==> src/rtl/credit_gate_pkg.sv <==
`timescale 1ns/1ps
package credit_gate_pkg;
  localparam int CRED_W   = 16;
  localparam int CLASS_W  = 3;
  localparam int UPD_W    = CRED_W + CLASS_W;
  localparam int KIND_W   = 2;
  localparam int NUM_KIND = 3;
  localparam int DATA_BIT = UPD_W - 1;

  typedef struct packed {
    logic [NUM_KIND-1:0] hdrLimWe;
    logic [NUM_KIND-1:0] dataLimWe;
    logic [CRED_W-1:0]   limValue;
    logic [NUM_KIND-1:0] consume;
  } gateStrobes_t;

  typedef struct packed {
    logic [NUM_KIND-1:0] kindSel;
    logic [CRED_W-1:0]   needData;
  } reqInfo_t;
endpackage

==> src/rtl/credit_pool.sv <==
`timescale 1ns/1ps
module credit_pool #(
  parameter int W = 16
) (
  input  logic         clk,
  input  logic         rst_n,
  input  logic         limWe,
  input  logic [W-1:0] limValue,
  input  logic         useEn,
  input  logic [W-1:0] useAmt,
  output logic [W-1:0] avail
);
  logic [W-1:0] limitQ;
  logic [W-1:0] usedQ;

  always_ff @(posedge clk) begin
    if (!rst_n) begin
      limitQ <= '0;
      usedQ  <= '0;
    end else begin
      if (limWe) limitQ <= limValue;
      if (useEn) usedQ  <= usedQ + useAmt;
    end
  end

  assign avail = limitQ - usedQ;
endmodule

==> src/rtl/credit_gate_ctrl.sv <==
`timescale 1ns/1ps
module credit_gate_ctrl
  import credit_gate_pkg::*;
#(
  parameter int LEN_W = 11
) (
  input  logic              updValid,
  input  logic [UPD_W-1:0]  updData,
  input  logic              reqValid,
  input  logic [KIND_W-1:0] reqKind,
  input  logic [LEN_W-1:0]  reqLenDw,
  input  logic              fitOk,
  output gateStrobes_t      stb,
  output reqInfo_t          req,
  output logic              reqGrant
);
  localparam int PAD_W = LEN_W + 1;

  logic [KIND_W-1:0] updKind;
  logic              updIsData;
  logic [PAD_W-1:0]  lenPadded;

  assign updKind   = updData[CRED_W +: KIND_W];
  assign updIsData = updData[DATA_BIT];
  assign lenPadded = {1'b0, reqLenDw} + PAD_W'(3);

  always_comb begin
    for (int k = 0; k < NUM_KIND; k++) begin
      stb.hdrLimWe[k]  = updValid && !updIsData && (updKind == KIND_W'(k));
      stb.dataLimWe[k] = updValid &&  updIsData && (updKind == KIND_W'(k));
      req.kindSel[k]   = reqValid && (reqKind == KIND_W'(k));
    end
    stb.limValue = updData[CRED_W-1:0];
    req.needData = CRED_W'(lenPadded >> 2);
  end

  assign reqGrant    = (|req.kindSel) && fitOk;
  assign stb.consume = req.kindSel & {NUM_KIND{reqGrant}};
endmodule

==> src/rtl/credit_gate_dp.sv <==
`timescale 1ns/1ps
module credit_gate_dp
  import credit_gate_pkg::*;
(
  input  logic         clk,
  input  logic         rst_n,
  input  gateStrobes_t stb,
  input  reqInfo_t     req,
  output logic         fitOk
);
  logic [CRED_W-1:0]   hdrAvail  [NUM_KIND];
  logic [CRED_W-1:0]   dataAvail [NUM_KIND];
  logic [NUM_KIND-1:0] kindFits;

  for (genvar k = 0; k < NUM_KIND; k++) begin : g_kind
    credit_pool #(.W(CRED_W)) hdrPool (
      .clk      (clk),
      .rst_n    (rst_n),
      .limWe    (stb.hdrLimWe[k]),
      .limValue (stb.limValue),
      .useEn    (stb.consume[k]),
      .useAmt   (CRED_W'(1)),
      .avail    (hdrAvail[k])
    );
    credit_pool #(.W(CRED_W)) dataPool (
      .clk      (clk),
      .rst_n    (rst_n),
      .limWe    (stb.dataLimWe[k]),
      .limValue (stb.limValue),
      .useEn    (stb.consume[k]),
      .useAmt   (req.needData),
      .avail    (dataAvail[k])
    );
    assign kindFits[k] = req.kindSel[k] && (hdrAvail[k] != '0) &&
                         (dataAvail[k] >= req.needData);
  end

  assign fitOk = |kindFits;
endmodule

==> src/rtl/tx_credit_gate.sv <==
`timescale 1ns/1ps
module tx_credit_gate
  import credit_gate_pkg::*;
#(
  parameter int LEN_W = 11
) (
  input  logic              clk,
  input  logic              rst_n,
  input  logic              updValid,
  input  logic [UPD_W-1:0]  updData,
  input  logic              reqValid,
  input  logic [KIND_W-1:0] reqKind,
  input  logic [LEN_W-1:0]  reqLenDw,
  output logic              reqGrant
);
  gateStrobes_t stb;
  reqInfo_t     req;
  logic         fitOk;

  credit_gate_ctrl #(.LEN_W(LEN_W)) ctrl (
    .updValid (updValid),
    .updData  (updData),
    .reqValid (reqValid),
    .reqKind  (reqKind),
    .reqLenDw (reqLenDw),
    .fitOk    (fitOk),
    .stb      (stb),
    .req      (req),
    .reqGrant (reqGrant)
  );

  credit_gate_dp dp (
    .clk   (clk),
    .rst_n (rst_n),
    .stb   (stb),
    .req   (req),
    .fitOk (fitOk)
  );
endmodule

==> config.mk <==
export PLATFORM = sky130hd
export DESIGN_NAME = tx_credit_gate
export DESIGN_NICKNAME = d
export VERILOG_FILES = /design/src/rtl/credit_gate_pkg.sv /design/src/rtl/credit_pool.sv /design/src/rtl/credit_gate_ctrl.sv /design/src/rtl/credit_gate_dp.sv /design/src/rtl/tx_credit_gate.sv
export SDC_FILE = /design/constraint.sdc
export NUM_CORES = 1
export LEC_CHECK = 0
export BUFFER_PORTS_ARGS = -buffer_cell sky130_fd_sc_hd__buf_2
export CELL_PAD_IN_SITES_DETAIL_PLACEMENT = 0
export CELL_PAD_IN_SITES_GLOBAL_PLACEMENT = 1
export CORE_MARGIN = 4
export CORE_UTILIZATION = 40
export CTS_BUF_LIST = sky130_fd_sc_hd__clkbuf_8
export DETAILED_ROUTE_END_ITERATION = 12
export GPL_TIMING_DRIVEN = 0
export HOLD_SLACK_MARGIN = 0.02
export PLACE_DENSITY_LB_ADDON = 0.1
export SYNTH_ARGS = -nofsm -noshare
export SYNTH_HDL_FRONTEND = slang
export SYNTH_SLANG_ARGS = --single-unit
==> constraint.sdc <==
create_clock -name clk -period 4.6 [get_ports clk]
set_input_delay 0.69 -clock clk [delete_from_list [all_inputs] [get_ports clk]]
set_output_delay 0.69 -clock clk [all_outputs]
set_load 0.01 [all_outputs]
Word-level counts from Yosys, hierarchy flattened
Index checks and enable logic that the tools add are counted.
- register bits after elaboration: 192
- bits of input ports: 36
- output and inout bits: 1
- word-level logic and storage cells: 59
- add/subtract/negate cells: 13
- order comparisons: 3
- equal/unequal tests: 4
- bitwise gates (word level): 1
- reduce and logical (&&, ||, !) cells: 26
- operators with widths (operator ; number):
    16-bit subtractor ; 6
    16-bit by 1-bit adder with 16-bit output, second input constant ; 3
    16-bit by 10-bit adder with 16-bit output ; 3
    16-bit by 10-bit >= comparator with 1-bit output ; 3
    16-bit nonzero test ; 3
    1-bit logical AND ; 18
    11-bit by 2-bit adder with 12-bit output, second input constant ; 1
    3-bit OR reduction ; 2
    2-bit by 1-bit == test with 1-bit output, second input constant ; 2
    2-bit == test, second input constant ; 2
    2-bit zero test ; 2
    3-bit AND ; 1
    1-bit zero test ; 1

Logic depth before layout (Yosys ltp)
Gate-level depths: netlist (run 1).
- depth in word-level cells: 7
- depth in mapped cells: 24

Hierarchy
Synthesis (run 1) repeated with hierarchy kept, for this count alone.
- cells, all modules: 2204
- area total of the unflattened synthesis: 17946.0 µm²
- by module, submodules not included (module ; instances ; cells each ; area an instance (µm²) ; seq. area each (µm²)):
    credit_pool at dp.g_kind[0].hdrPool ... ; 2 ; 327 ; 2715.1 ; 640.6
    credit_pool at dp.g_kind[1].hdrPool ; 1 ; 336 ; 2755.1 ; 640.6
    credit_pool at dp.g_kind[2].dataPool ; 1 ; 341 ; 2718.9 ; 640.6
    credit_pool at dp.g_kind[0].dataPool ; 1 ; 326 ; 2700.1 ; 640.6
    credit_pool at dp.g_kind[2].hdrPool ; 1 ; 329 ; 2686.3 ; 640.6
    credit_gate_dp ; 1 ; 153 ; 1199.9 ; 0.0
    credit_gate_ctrl ; 1 ; 65 ; 455.4 ; 0.0

Worst setup path before layout (run 1)
No wires, ideal clock.
- kind: register to output
- start point: register dp.g_kind[2].dataPool.usedQ[0]
- end point: output reqGrant
- arrival: 4.059 ns
- required time: 3.910 ns
- path slack: -0.149 ns
- cell stages (with the launch flop): 21
- path buffers: 0
- cell sequence: dfxtp_1 ha_1 inv_1 fa_1 a211oi_1 nor2_1 o21a_1 nor2_1 o21bai_1 a21oi_1 xnor2_1 ha_1 o21ai_0 nor2_1 o21ai_0 a21oi_1 a2111oi_0 o2111ai_1 o311ai_1 nor2_2 or3_1
- cells in the longest elaborated chain, start to end: 5
- ends and longest elaborated chain (element ; line ; RTL):
    from (decl) ; credit_pool.sv:14 ; logic [W-1:0] usedQ;
    from (signal assigned) ; credit_pool.sv:22 ; if (useEn) usedQ <= usedQ + useAmt;
    16-bit subtractor ; credit_pool.sv:26 ; assign avail = limitQ - usedQ;
    16-bit by 10-bit >= comparator with 1-bit output ; credit_gate_dp.sv:35 ; (dataAvail[k] >= req.needData);
    1-bit logical AND ; credit_gate_dp.sv:34 ; assign kindFits[k] = req.kindSel[k] && (hdrAvail[k] != '0) &&
    3-bit OR reduction ; credit_gate_dp.sv:38 ; assign fitOk = |kindFits;
    1-bit logical AND ; credit_gate_ctrl.sv:37 ; assign reqGrant = (|req.kindSel) && fitOk;
    to (decl) ; tx_credit_gate.sv:14 ; output logic reqGrant
No other way between the ends.

Worst setup path in the final report (run 1)
- start point: register dp.g_kind[2].dataPool.limitQ[0]
- end point: output reqGrant
- cells in the longest elaborated chain, start to end: 5
- ends and longest elaborated chain (element ; line ; RTL):
    from (decl) ; credit_pool.sv:13 ; logic [W-1:0] limitQ;
    from (signal assigned) ; credit_pool.sv:21 ; if (limWe) limitQ <= limValue;
    16-bit subtractor ; credit_pool.sv:26 ;
    16-bit by 10-bit >= comparator with 1-bit output ; credit_gate_dp.sv:35 ;
    1-bit logical AND ; credit_gate_dp.sv:34 ;
    3-bit OR reduction ; credit_gate_dp.sv:38 ;
    1-bit logical AND ; credit_gate_ctrl.sv:37 ;
No other way between the ends.

==> flow_summary_export.csv, run 1 <==
group,metric,value,unit
clock_network,latest_clock_arrival_within_the_worst_skew_pair,0.52,ns
placed_design,place.detailed.hpwl,33900,microns
grt,met2_usage,39.1,%
grt,global_route.peak_usage_layer,"met2",
worst_setup_path,path_cells,"inv_2 -> ha_4 -> inv_2 -> fa_2 -> a211oi_2 -> nor2_2 -> o21a_1 -> nor2_2 -> o21bai_1 -> a21oi_1 -> xnor2_1 -> ha_1 -> nor4_2 -> a21oi_2 -> a2111oi_4 -> o2111ai_2 -> o311ai_4 -> buf_6 -> nor2_4 -> or3_4 -> buf_6",
worst_setup_path,worst_ep_required_time,3.91,ns
synthesis,postSynthAreaPerCell,7.54,sq um
grt,grt_antenna_before_repair,1,
die,die_y,194,microns
power_and_ir_drop,vdd_drop_max,191,uV
worst_setup_path,worst_ep_arrival_time,4.53,ns
worst_setup_path,cp-start-kind,"register",
clock_network,clock_tree.root_cell,"clkbuf_8",
sta,clock_skew,0.0229,ns
sta,timing.final.hold_violations,0,
clock_network,numCtsBuffers,17,
clock_network,cts_tree,"done",
drt,residual_drc_count,0,
worst_setup_path,cp_slowest_cell,"fa_2",
job,max-cap-violations,0,
worst_setup_path,timing_worst_setup_path_type,"reg -> out",
synthesis,ys_seq_area_share,27.7,%
power_and_ir_drop,p_leak,6.29,nW
synthesis,mappedNetlistNets,2036,
worst_setup_path,critPathTopFamily,"compound AO/OA/AOI/OAI gates",
die,ios,37,
clock_network,clkSlewWorstSetupHoldPaths,0.12,ns
drt,detailedRoute.firstPassIterationCount,5,
die,rows,67,
drt,antenna_violating_nets_post_route,0,
sta,rsz0062_at_grt,"true",
clock_network,cts_hold_buffers,0,
clock_network,clock-sinks,192,
grt,maximum_number_of_pins_on_one_net_before_global_route_repair,19,
hold_path,hold_depth,2,
clock_network,clock_tree.htree_level_count,4,
synthesis,async_sr_flop_fraction,0,%
sta,drv_slew,0,
drt,initialDrtViolationCount,896,
synthesis,ys_seq_elements,192,
die,horizontal_extent_of_the_die,194,microns
run_status,status,"complete, but fails checks",
die,core_area,33900,sq um
placed_design,port-buffer-count,35,
sta,worst-slew-pin-transition,1.20,ns
worst_setup_path,cp-end-kind,"output pin",
sta,post_route_minimum_period,5.22,ns
synthesis,synthesis.area,13900,sq um
grt,grt.total_usage,23.2,%
sta,post-route-period-util,113,%
run_status,failed_checks,"negative setup slack",
cells_and_area,synthToLayoutAreaGrowth,12.1,%
placed_design,place.detailed.instances,2324,
worst_setup_path,timing.critical_path.depth,21,
drt,num_vias,13200,
sta,highest_clock_frequency_the_design_can_meet,0.192,GHz
cells_and_area,finish.cell_count_without_fillers,2384,
synthesis,syn-instance-count,1841,
power_and_ir_drop,p_per_cell_area,272,nW/um^2
cells_and_area,fin_nets,2118,
worst_setup_path,cp_max_fo,2,
cells_and_area,finish.utilization,46.0,%
die,start_util,41.0,%
clock_network,clk_path_buf_depth,2,
synthesis,synth-edff-count,0,
grt,grt.met3_usage,3.70,%
grt,grt_pass1_vias,12400,
worst_setup_path,reg2reg_depth,25,
drt,drt-total-wl,45100,microns
die,design.die.area,37800,sq um
cells_and_area,antenna-diode-count,0,
grt,globalRouteMet1Util,30.1,%
worst_setup_path,cp_slowest_stage_delay,0.37,ns
grt,overflow_left_after_global_routing,0,
sta,report.final.setup_viol,1,
cells_and_area,layout-drive-gt1-share,8.47,%
hold_path,worst_hold_path_type,"reg -> reg",
sta,headroom_to_the_max_slew_limit,19.7,%
drt,avgRoutedWirePerCell,18.9,microns
sta,fin_ws,-0.617,ns
synthesis,synth-warning-count,0,
drt,drt-vias-per-instance,5.53,
grt,grt_first_pass_wirelength,68500,microns
worst_setup_path,critPathBufInv,4,
placed_design,finalWeightedCongestion,0.879,
synthesis,synth_ff_type,"dfxtp_1",
synthesis,synth.distinct_cells,73,
## cells by family after synthesis
logic type / synth area share [%]
compound gates: 22.0
xor+xnor: 5.05
fa+ha+maj: 14.6
buf+inv: 5.39
flops: 27.7
mux: 2.16
simple gates: 23.1
## placed cells by master (no fill, tap or decap), drive strengths merged, types with 18 or more instances in the layout
master / instances
dfxtp: 192
nand4: 22
mux2i: 30
and3: 18
nand2b: 22
nor2: 104
o21ai: 80
nor2b: 40
nor3: 44
ha: 153
buf: 74
nand3: 57
nand2: 326
xor2: 34
clkbuf: 62
o21a: 20
inv: 146
xnor2: 46
a21o: 43
a21oi: 214
## worst paths after layout
path	slack (ns)	to	from
max	-0.62	reqGrant	dp.g_kind[2].dataPool.limitQ[0]
min	0.46	dp.g_kind[2].hdrPool.limitQ[0]	dp.g_kind[2].hdrPool.limitQ[0]
max reg2reg	0.05	dp.g_kind[2].hdrPool.usedQ[11]	dp.g_kind[2].dataPool.limitQ[0]
min reg2reg	0.46	dp.g_kind[2].hdrPool.limitQ[0]	dp.g_kind[2].hdrPool.limitQ[0]
## where the power goes
part           internal, mW  switching, mW  total (mW)
Clock                 0.463          0.718        1.18
Combinational         0.575          0.751        1.33
Sequential             1.70         0.0311        1.73
Total                  2.74           1.50        4.24
## registers in the layout (all words and copies together), names as in the netlist
register	flops
dp.g_kind.dataPool.limitQ	48
dp.g_kind.hdrPool.limitQ	48
dp.g_kind.dataPool.usedQ	48
dp.g_kind.hdrPool.usedQ	48
## metrics by stage
stage          TNS [ns]  power [mW]  hold slack, ns  area, sq um  setup WS [ns]
3_3_place_gp     -79.75        2.91           0.443        14600          -1.89
4_1_cts          -0.707        4.22           0.464        15400         -0.707
2_1_floorplan         0        2.60           0.435        13900        0.00234
6_report         -0.617        4.24           0.463        15600         -0.617
5_1_grt           -1.60        4.47           0.471        15600         -0.828
3_5_place_dp     -84.83        2.92           0.448        14600          -1.92
## worst min-delay path: stages, from the launching register on
cell     delay [ns]
dfxtp_1        0.33
nand2_1        0.05
a21oi_1        0.05
## final cells by class
class,instances,area (sq um)
Clock inverter,14,148
Tap cell,448,561
Timing Repair Buffer,64,432
Inverter,140,528
Buffer,54,251
Fill cell,3515,18300
Sequential cell,192,3850
Clock buffer,18,248
Multi-Input combinational cell,1454,9540
## metal layers
layer | vias up | part of all wire (%)
met2 | 243 | 47
met4 | 0 | 3.3
li1 | 6683 | -
met1 | 6195 | 46
met5 | - | 0
met3 | 57 | 4.1
## synthesized netlist by cell type (5+ instances only)
library cell,count,area (sq um)
a221oi_1,5,43.8
nor4_1,15,93.8
nor3_1,44,220
o2111ai_1,7,61.3
o21a_1,20,150
and2_1,5,31.3
or4_1,11,82.6
o211ai_1,10,75.1
nand2_1,326,1220
inv_1,139,522
o21bai_1,6,45.0
o21ai_0,78,390
dfxtp_1,192,3840
fa_1,6,120
xnor2_1,46,403
nand3_1,57,285
a31o_1,6,52.6
ha_1,153,1910
nand4_1,22,138
o41ai_1,6,52.6
or3_1,16,100
xor2_1,34,298
a211oi_1,14,105
nor2b_1,40,250
and3_1,18,113
nor2_1,103,387
a21o_1,43,323
mux2i_1,30,300
o31ai_1,9,67.6
a211o_1,6,52.6
nand2b_1,22,138
clkbuf_1,45,169
a21boi_0,7,52.6
a21oi_1,214,1070
a31oi_1,10,62.6
## repair_timing
action,4_1_cts,5_1_grt
cloned,0,1
pin swaps,32,23
setup endpoints to repair,89,47
setup buffers,20,8
resized for setup,56,31
Power figures use the tool's default switching activity.
==> run 2, diff against run 1 <==
- PLACE_DENSITY: not set -> 0.75
- PLACE_DENSITY_LB_ADDON: 0.1 -> not set
==> run 2 against run 1 <==
The run still ends with negative setup slack left. Non-clock buffer count down 4. Critical path depth down 2. Register-to-register slack better by 0.20 ns. Die area unchanged. Design area shrank 0.69%. Via count about the same. Power is 0.64% lower. Sequential share of layout area up 0.15 points.
==> flow_summary_export.csv, run 2 (synthesized netlist as in run 1, its figures left out) <==
group,metric,value,unit
grt,maximum_number_of_pins_on_one_net_before_global_route_repair,19,
cells_and_area,antenna-diode-count,0,
run_status,failed_checks,"negative setup slack",
hold_path,hold_depth,2,
placed_design,port-buffer-count,35,
worst_setup_path,path_cells,"ha_1 -> inv_1 -> fa_1 -> a21o_1 -> a211oi_2 -> o21ai_2 -> nand2_1 -> nand2_1 -> xor2_1 -> ha_1 -> and4_4 -> a221oi_2 -> nand3_1 -> nor2_1 -> nand4_1 -> a211o_1 -> o211a_4 -> or3_4 -> buf_6",
drt,initialDrtViolationCount,808,
clock_network,numCtsBuffers,17,
worst_setup_path,worst_ep_arrival_time,4.58,ns
placed_design,postPlaceCellArea,14600,sq um
die,die_y,194,microns
sta,highest_clock_frequency_the_design_can_meet,0.190,GHz
sta,worst-slew-pin-transition,1.25,ns
die,start_util,41.0,%
die,rows,67,
clock_network,latest_clock_arrival_within_the_worst_skew_pair,0.50,ns
worst_setup_path,regToRegStartpoint,"dp.g_kind[0].dataPool.usedQ[0]",
drt,residual_drc_count,0,
sta,post_route_minimum_period,5.27,ns
power_and_ir_drop,power,4.21,mW
cells_and_area,fillCellCount,3512,
cells_and_area,mostFrequentLayoutCell,"nand2_1",
sta,rsz0062_at_grt,"true",
grt,overflow_left_after_global_routing,0,
hold_path,worst_hold_path_type,"reg -> reg",
sta,fin_ws,-0.667,ns
die,ios,37,
clock_network,clkSlewWorstSetupHoldPaths,0.11,ns
power_and_ir_drop,p_per_cell_area,272,nW/um^2
clock_network,cts_hold_buffers,0,
die,core_area,33900,sq um
grt,grt_antenna_before_repair,1,
grt,grt_pass1_vias,12700,
clock_network,clock_tree.root_cell,"clkbuf_8",
drt,avgRoutedWirePerCell,18.4,microns
drt,num_vias,13200,
clock_network,clock_tree.htree_level_count,4,
worst_setup_path,reg2reg_depth,20,
sta,timing.final.hold_violations,0,
cells_and_area,fin_nets,2114,
sta,report.final.setup_viol,1,
die,design.die.area,37800,sq um
cells_and_area,synthToLayoutAreaGrowth,11.3,%
sta,post-route-period-util,114,%
worst_setup_path,cp_slowest_stage_delay,0.41,ns
sta,drv_slew,0,
drt,drt-total-wl,43700,microns
worst_setup_path,worst_ep_required_time,3.91,ns
drt,antenna_violating_nets_post_route,0,
worst_setup_path,reg2reg_slack,0.25,ns
worst_setup_path,cp-start-kind,"register",
worst_setup_path,cp_slowest_cell,"fa_1",
sta,clock_skew,0.0194,ns
worst_setup_path,cp_max_fo,3,
sta,headroom_to_the_max_slew_limit,15.9,%
die,horizontal_extent_of_the_die,194,microns
cells_and_area,mostFrequentLayoutCells,"326 x nand2_1, 211 x a21oi_1, 188 x dfxtp_1",
cells_and_area,design_area,15500,sq um
grt,grt.total_usage,22.7,%
hold_path,min_from,"dp.g_kind[1].dataPool.limitQ[11]",
worst_setup_path,timing_worst_setup_path_type,"reg -> out",
worst_setup_path,cp-end-kind,"output pin",
worst_setup_path,crit-reg2reg-capture,"dp.g_kind[0].dataPool.usedQ[1]",
power_and_ir_drop,vdd_drop_max,198,uV
placed_design,finalWeightedCongestion,0.875,
job,max-cap-violations,0,
clock_network,clk_path_buf_depth,2,
clock_network,cts_tree,"done",
cells_and_area,layout-drive-gt1-share,7.87,%
run_status,status,"complete, but fails checks",
placed_design,place.detailed.hpwl,33200,microns
drt,detailedRoute.firstPassIterationCount,6,
hold_path,min_delay_worst_endpoint,"dp.g_kind[1].dataPool.limitQ[11]",
clock_network,clock-sinks,192,
power_and_ir_drop,p_leak,6.25,nW
drt,drt-vias-per-instance,5.54,
grt,grt_first_pass_wirelength,68600,microns
## run 2: cell types whose count changed in the layout (fill, tap and decap cells not counted), moves of 3 or more
cell,previous run,this run
buf_6,5,2
clkinv_2,3,0
clkbuf_4,0,3
dfxtp_2,7,4
dfxtp_1,185,188
## run 2: worst max path at each step
| stage | startpoint | to | cells after the start |
|---|---|---|---|
| after global routing | dp.g_kind[1].dataPool.limitQ[0] | reqGrant | 20 |
| after detailed placement | reqLenDw[1] | reqGrant | 18 |
| after CTS | dp.g_kind[2].dataPool.limitQ[0] | reqGrant | 22 |
| after floorplan | reqLenDw[1] | reqGrant | 18 |
| after global placement | reqLenDw[1] | reqGrant | 18 |
| final | dp.g_kind[0].dataPool.usedQ[0] | reqGrant | 19 |
## run 2: area by class of cell
class	count	area (sq um)	share of cell area (%)
plain buffers	55	250	1.62
clock buffers	19	262	1.69
clock inverters	12	144	0.931
inverters	140	526	3.40
multi-input cells	1454	9500	61.5
flip-flops and latches	192	3850	24.9
well taps	448	561	3.63
repair buffers	59	362	2.34
## run 2: where the power goes
part | internal [mW] | leakage, nW | switching [mW] | total [mW]
registers | 1.70 | 1.55 | 0.0303 | 1.73
logic | 0.564 | 4.49 | 0.735 | 1.30
clock network | 0.481 | 0.207 | 0.700 | 1.18
total | 2.74 | 6.25 | 1.47 | 4.21
## run 2: critical path, delay by kind of cell, from the launching register on
| family | cells | cell delay (ns) |
|---|---|---|
| AOI/OAI and AO/OA | 6 | 1.43 |
| xor gates and xnor gates | 1 | 0.16 |
| adders and majority gates | 3 | 0.89 |
| buffers and inverters | 2 | 0.19 |
| DFF | 1 | 0.37 |
| and+or+nand+nor | 7 | 1.04 |
## run 2: repair_timing
action / CTS / global route
buffers inserted: 24 / 0
resized for setup: 46 / 28
setup endpoints to repair: 89 / 58
pin swaps: 23 / 12
## run 2: routing by layer
layer	global-route usage (%)	wire, microns
met5	0	0
met1	30.6	20100
met4	6.33	1090
met2	38.5	20400
met3	2.96	2050
## run 2: through the flow
step | setup slack (ns) | cells | setup TNS, ns | hold WS (ns) | util [%]
after global routing | -0.870 | 2379 | -0.870 | 0.486 | 45.6
after global placement | -1.73 | 2324 | -74.00 | 0.444 | 43.2
after CTS | -0.701 | 2379 | -0.701 | 0.466 | 45.5
after floorplan | 0.00234 | 1841 | 0 | 0.435 | -
after detailed placement | -1.80 | 2324 | -80.94 | 0.451 | 43.2
final | -0.667 | 2379 | -0.667 | 0.464 | 45.6
==> run 3, diff against run 2 <==
- CORE_ASPECT_RATIO: not set -> 0.75
- CTS_BUF_LIST: sky130_fd_sc_hd__clkbuf_8 -> sky130_fd_sc_hd__clkbuf_4
==> run 3 against run 2 <==
The flow still finishes with violations (negative setup slack). Count of clock-buffer cells in the layout fell by 1. Register-to-register slack worse by 0.02 ns. Via count up 2.0%. Global-route usage up 0.61 points. Maximum frequency shrank 2.1%. Final cell count up 0.63%. Largest cell class unchanged.
==> flow_summary_export.csv, run 3 (synthesized netlist as in run 1, its figures left out) <==
group,metric,value,unit
placed_design,port-buffer-count,35,
die,die_y,169,microns
drt,drt-vias-per-instance,5.62,
sta,clock_skew,0.0293,ns
sta,rsz0062_at_grt,"true",
power_and_ir_drop,power,4.33,mW
cells_and_area,design_area,15600,sq um
worst_setup_path,cp-end-kind,"output pin",
cells_and_area,finish.utilization,46.0,%
cells_and_area,finish.cell_count_without_fillers,2394,
drt,initialDrtViolationCount,1113,
worst_setup_path,cp-start-kind,"register",
worst_setup_path,startpoint,"dp.g_kind[1].dataPool.limitQ[0]",
clock_network,clock-sinks,192,
grt,maximum_number_of_pins_on_one_net_before_global_route_repair,18,
placed_design,place.detailed.hpwl,34500,microns
clock_network,cts_hold_buffers,0,
grt,grt_antenna_before_repair,5,
worst_setup_path,worst_ep_required_time,3.91,ns
placed_design,finalWeightedCongestion,0.904,
power_and_ir_drop,vdd_drop_max,134,uV
power_and_ir_drop,p_leak,6.30,nW
cells_and_area,fin_nets,2122,
clock_network,clk_path_buf_depth,2,
hold_path,min_from,"updData[0]",
sta,headroom_to_the_max_slew_limit,10.3,%
drt,drt-total-wl,45500,microns
run_status,status,"complete, but fails checks",
clock_network,clock_tree.root_cell,"clkbuf_4",
sta,drv_slew,0,
clock_network,cts_tree,"done",
drt,avgRoutedWirePerCell,19.0,microns
cells_and_area,mostFrequentLayoutCell,"nand2_1",
die,design.die.area,37800,sq um
clock_network,clkSlewWorstSetupHoldPaths,0.18,ns
placed_design,place.detailed.instances,2326,
placed_design,post-place-ws,-1.78,ns
die,horizontal_extent_of_the_die,223,microns
die,core_area,33900,sq um
sta,report.final.setup_viol,1,
power_and_ir_drop,p_per_cell_area,277,nW/um^2
worst_setup_path,cp_max_fo,3,
drt,detailedRoute.firstPassIterationCount,5,
worst_setup_path,timing_worst_setup_path_type,"reg -> out",
grt,grt.total_usage,23.3,%
job,max-cap-violations,0,
sta,timing.final.hold_violations,0,
drt,residual_drc_count,0,
sta,final.setup.tns,-0.777,ns
sta,post-route-period-util,117,%
sta,highest_clock_frequency_the_design_can_meet,0.186,GHz
cells_and_area,layout-drive-gt1-share,9.23,%
die,ios,37,
sta,hold_ws,0.365,ns
grt,grt_first_pass_wirelength,69100,microns
grt,grt_pass1_vias,12200,
clock_network,latest_clock_arrival_within_the_worst_skew_pair,0.67,ns
die,rows,58,
hold_path,worst_hold_path_type,"in -> reg",
run_status,failed_checks,"negative setup slack",
placed_design,postPlaceCellArea,14600,sq um
sta,worst-slew-pin-transition,1.34,ns
die,start_util,41.0,%
drt,antenna_violating_nets_post_route,0,
grt,overflow_left_after_global_routing,0,
cells_and_area,mostFrequentLayoutCells,"326 x nand2_1, 210 x a21oi_1, 182 x dfxtp_1",
sta,post_route_minimum_period,5.38,ns
clock_network,clock_tree.htree_level_count,4,
cells_and_area,synthToLayoutAreaGrowth,12.3,%
worst_setup_path,regToRegStartpoint,"dp.g_kind[2].dataPool.limitQ[0]",
sta,fin_ws,-0.777,ns
worst_setup_path,worst_ep_arrival_time,4.69,ns
drt,num_vias,13500,
clock_network,numCtsBuffers,17,
run 3: layout make-up:
type                            count  area [sq um]
Multi-Input combinational cell   1454          9580
Tap cell                          450           563
Fill cell                        3374         18300
Inverter                          140           528
Antenna cell                        4          10.0
Timing Repair Buffer               67           425
Sequential cell                   192          3860
Clock buffer                       18           135
Buffer                             55           246
Clock inverter                     14           253
run 3: where the power goes:
group | switching, mW | internal (mW)
Combinational | 0.765 | 0.588
Clock | 0.684 | 0.558
Sequential | 0.0308 | 1.70
Total | 1.48 | 2.85
run 3: worst max-delay path: stages, from the launching register on:
cell,delay [ns]
dfxtp_2,0.36
inv_1,0.05
ha_1,0.17
inv_1,0.07
fa_2,0.36
a21oi_2,0.20
o21ai_2,0.10
o22ai_2,0.18
xnor2_1,0.11
ha_1,0.35
a21oi_2,0.14
nand2_1,0.09
a221oi_2,0.23
nand4_1,0.14
nor3_2,0.20
and3_4,0.20
o2111a_2,0.27
nor2_2,0.08
clkbuf_8,0.18
or3_4,0.40
buf_6,0.14
run 3: final timing paths:
path | endpoint | slack [ns] | cells after the start
max | reqGrant | -0.78 | 20
min reg2reg | dp.g_kind[2].hdrPool.limitQ[0] | 0.47 | 2
max reg2reg | dp.g_kind[2].hdrPool.usedQ[11] | 0.23 | 24
min | dp.g_kind[0].dataPool.limitQ[0] | 0.36 | 3
run 3: timing repair:
action	in CTS	in global routing
pin swaps	26	39
resized for setup	54	39
setup endpoints to repair	88	57
setup buffers	20	12
run 3: layer usage:
| metal | global-route usage, % | share of wire (%) | wire [microns] | vias to the layer above |
|---|---|---|---|---|
| met3 | 3.67 | 5.2 | 2390 | 57 |
| met1 | 35.0 | 51 | 23100 | 6374 |
| met5 | 0 | 0 | 0 | - |
| li1 | - | - | - | 6680 |
| met2 | 34.7 | 41 | 18800 | 340 |
| met4 | 6.70 | 2.6 | 1180 | 0 |
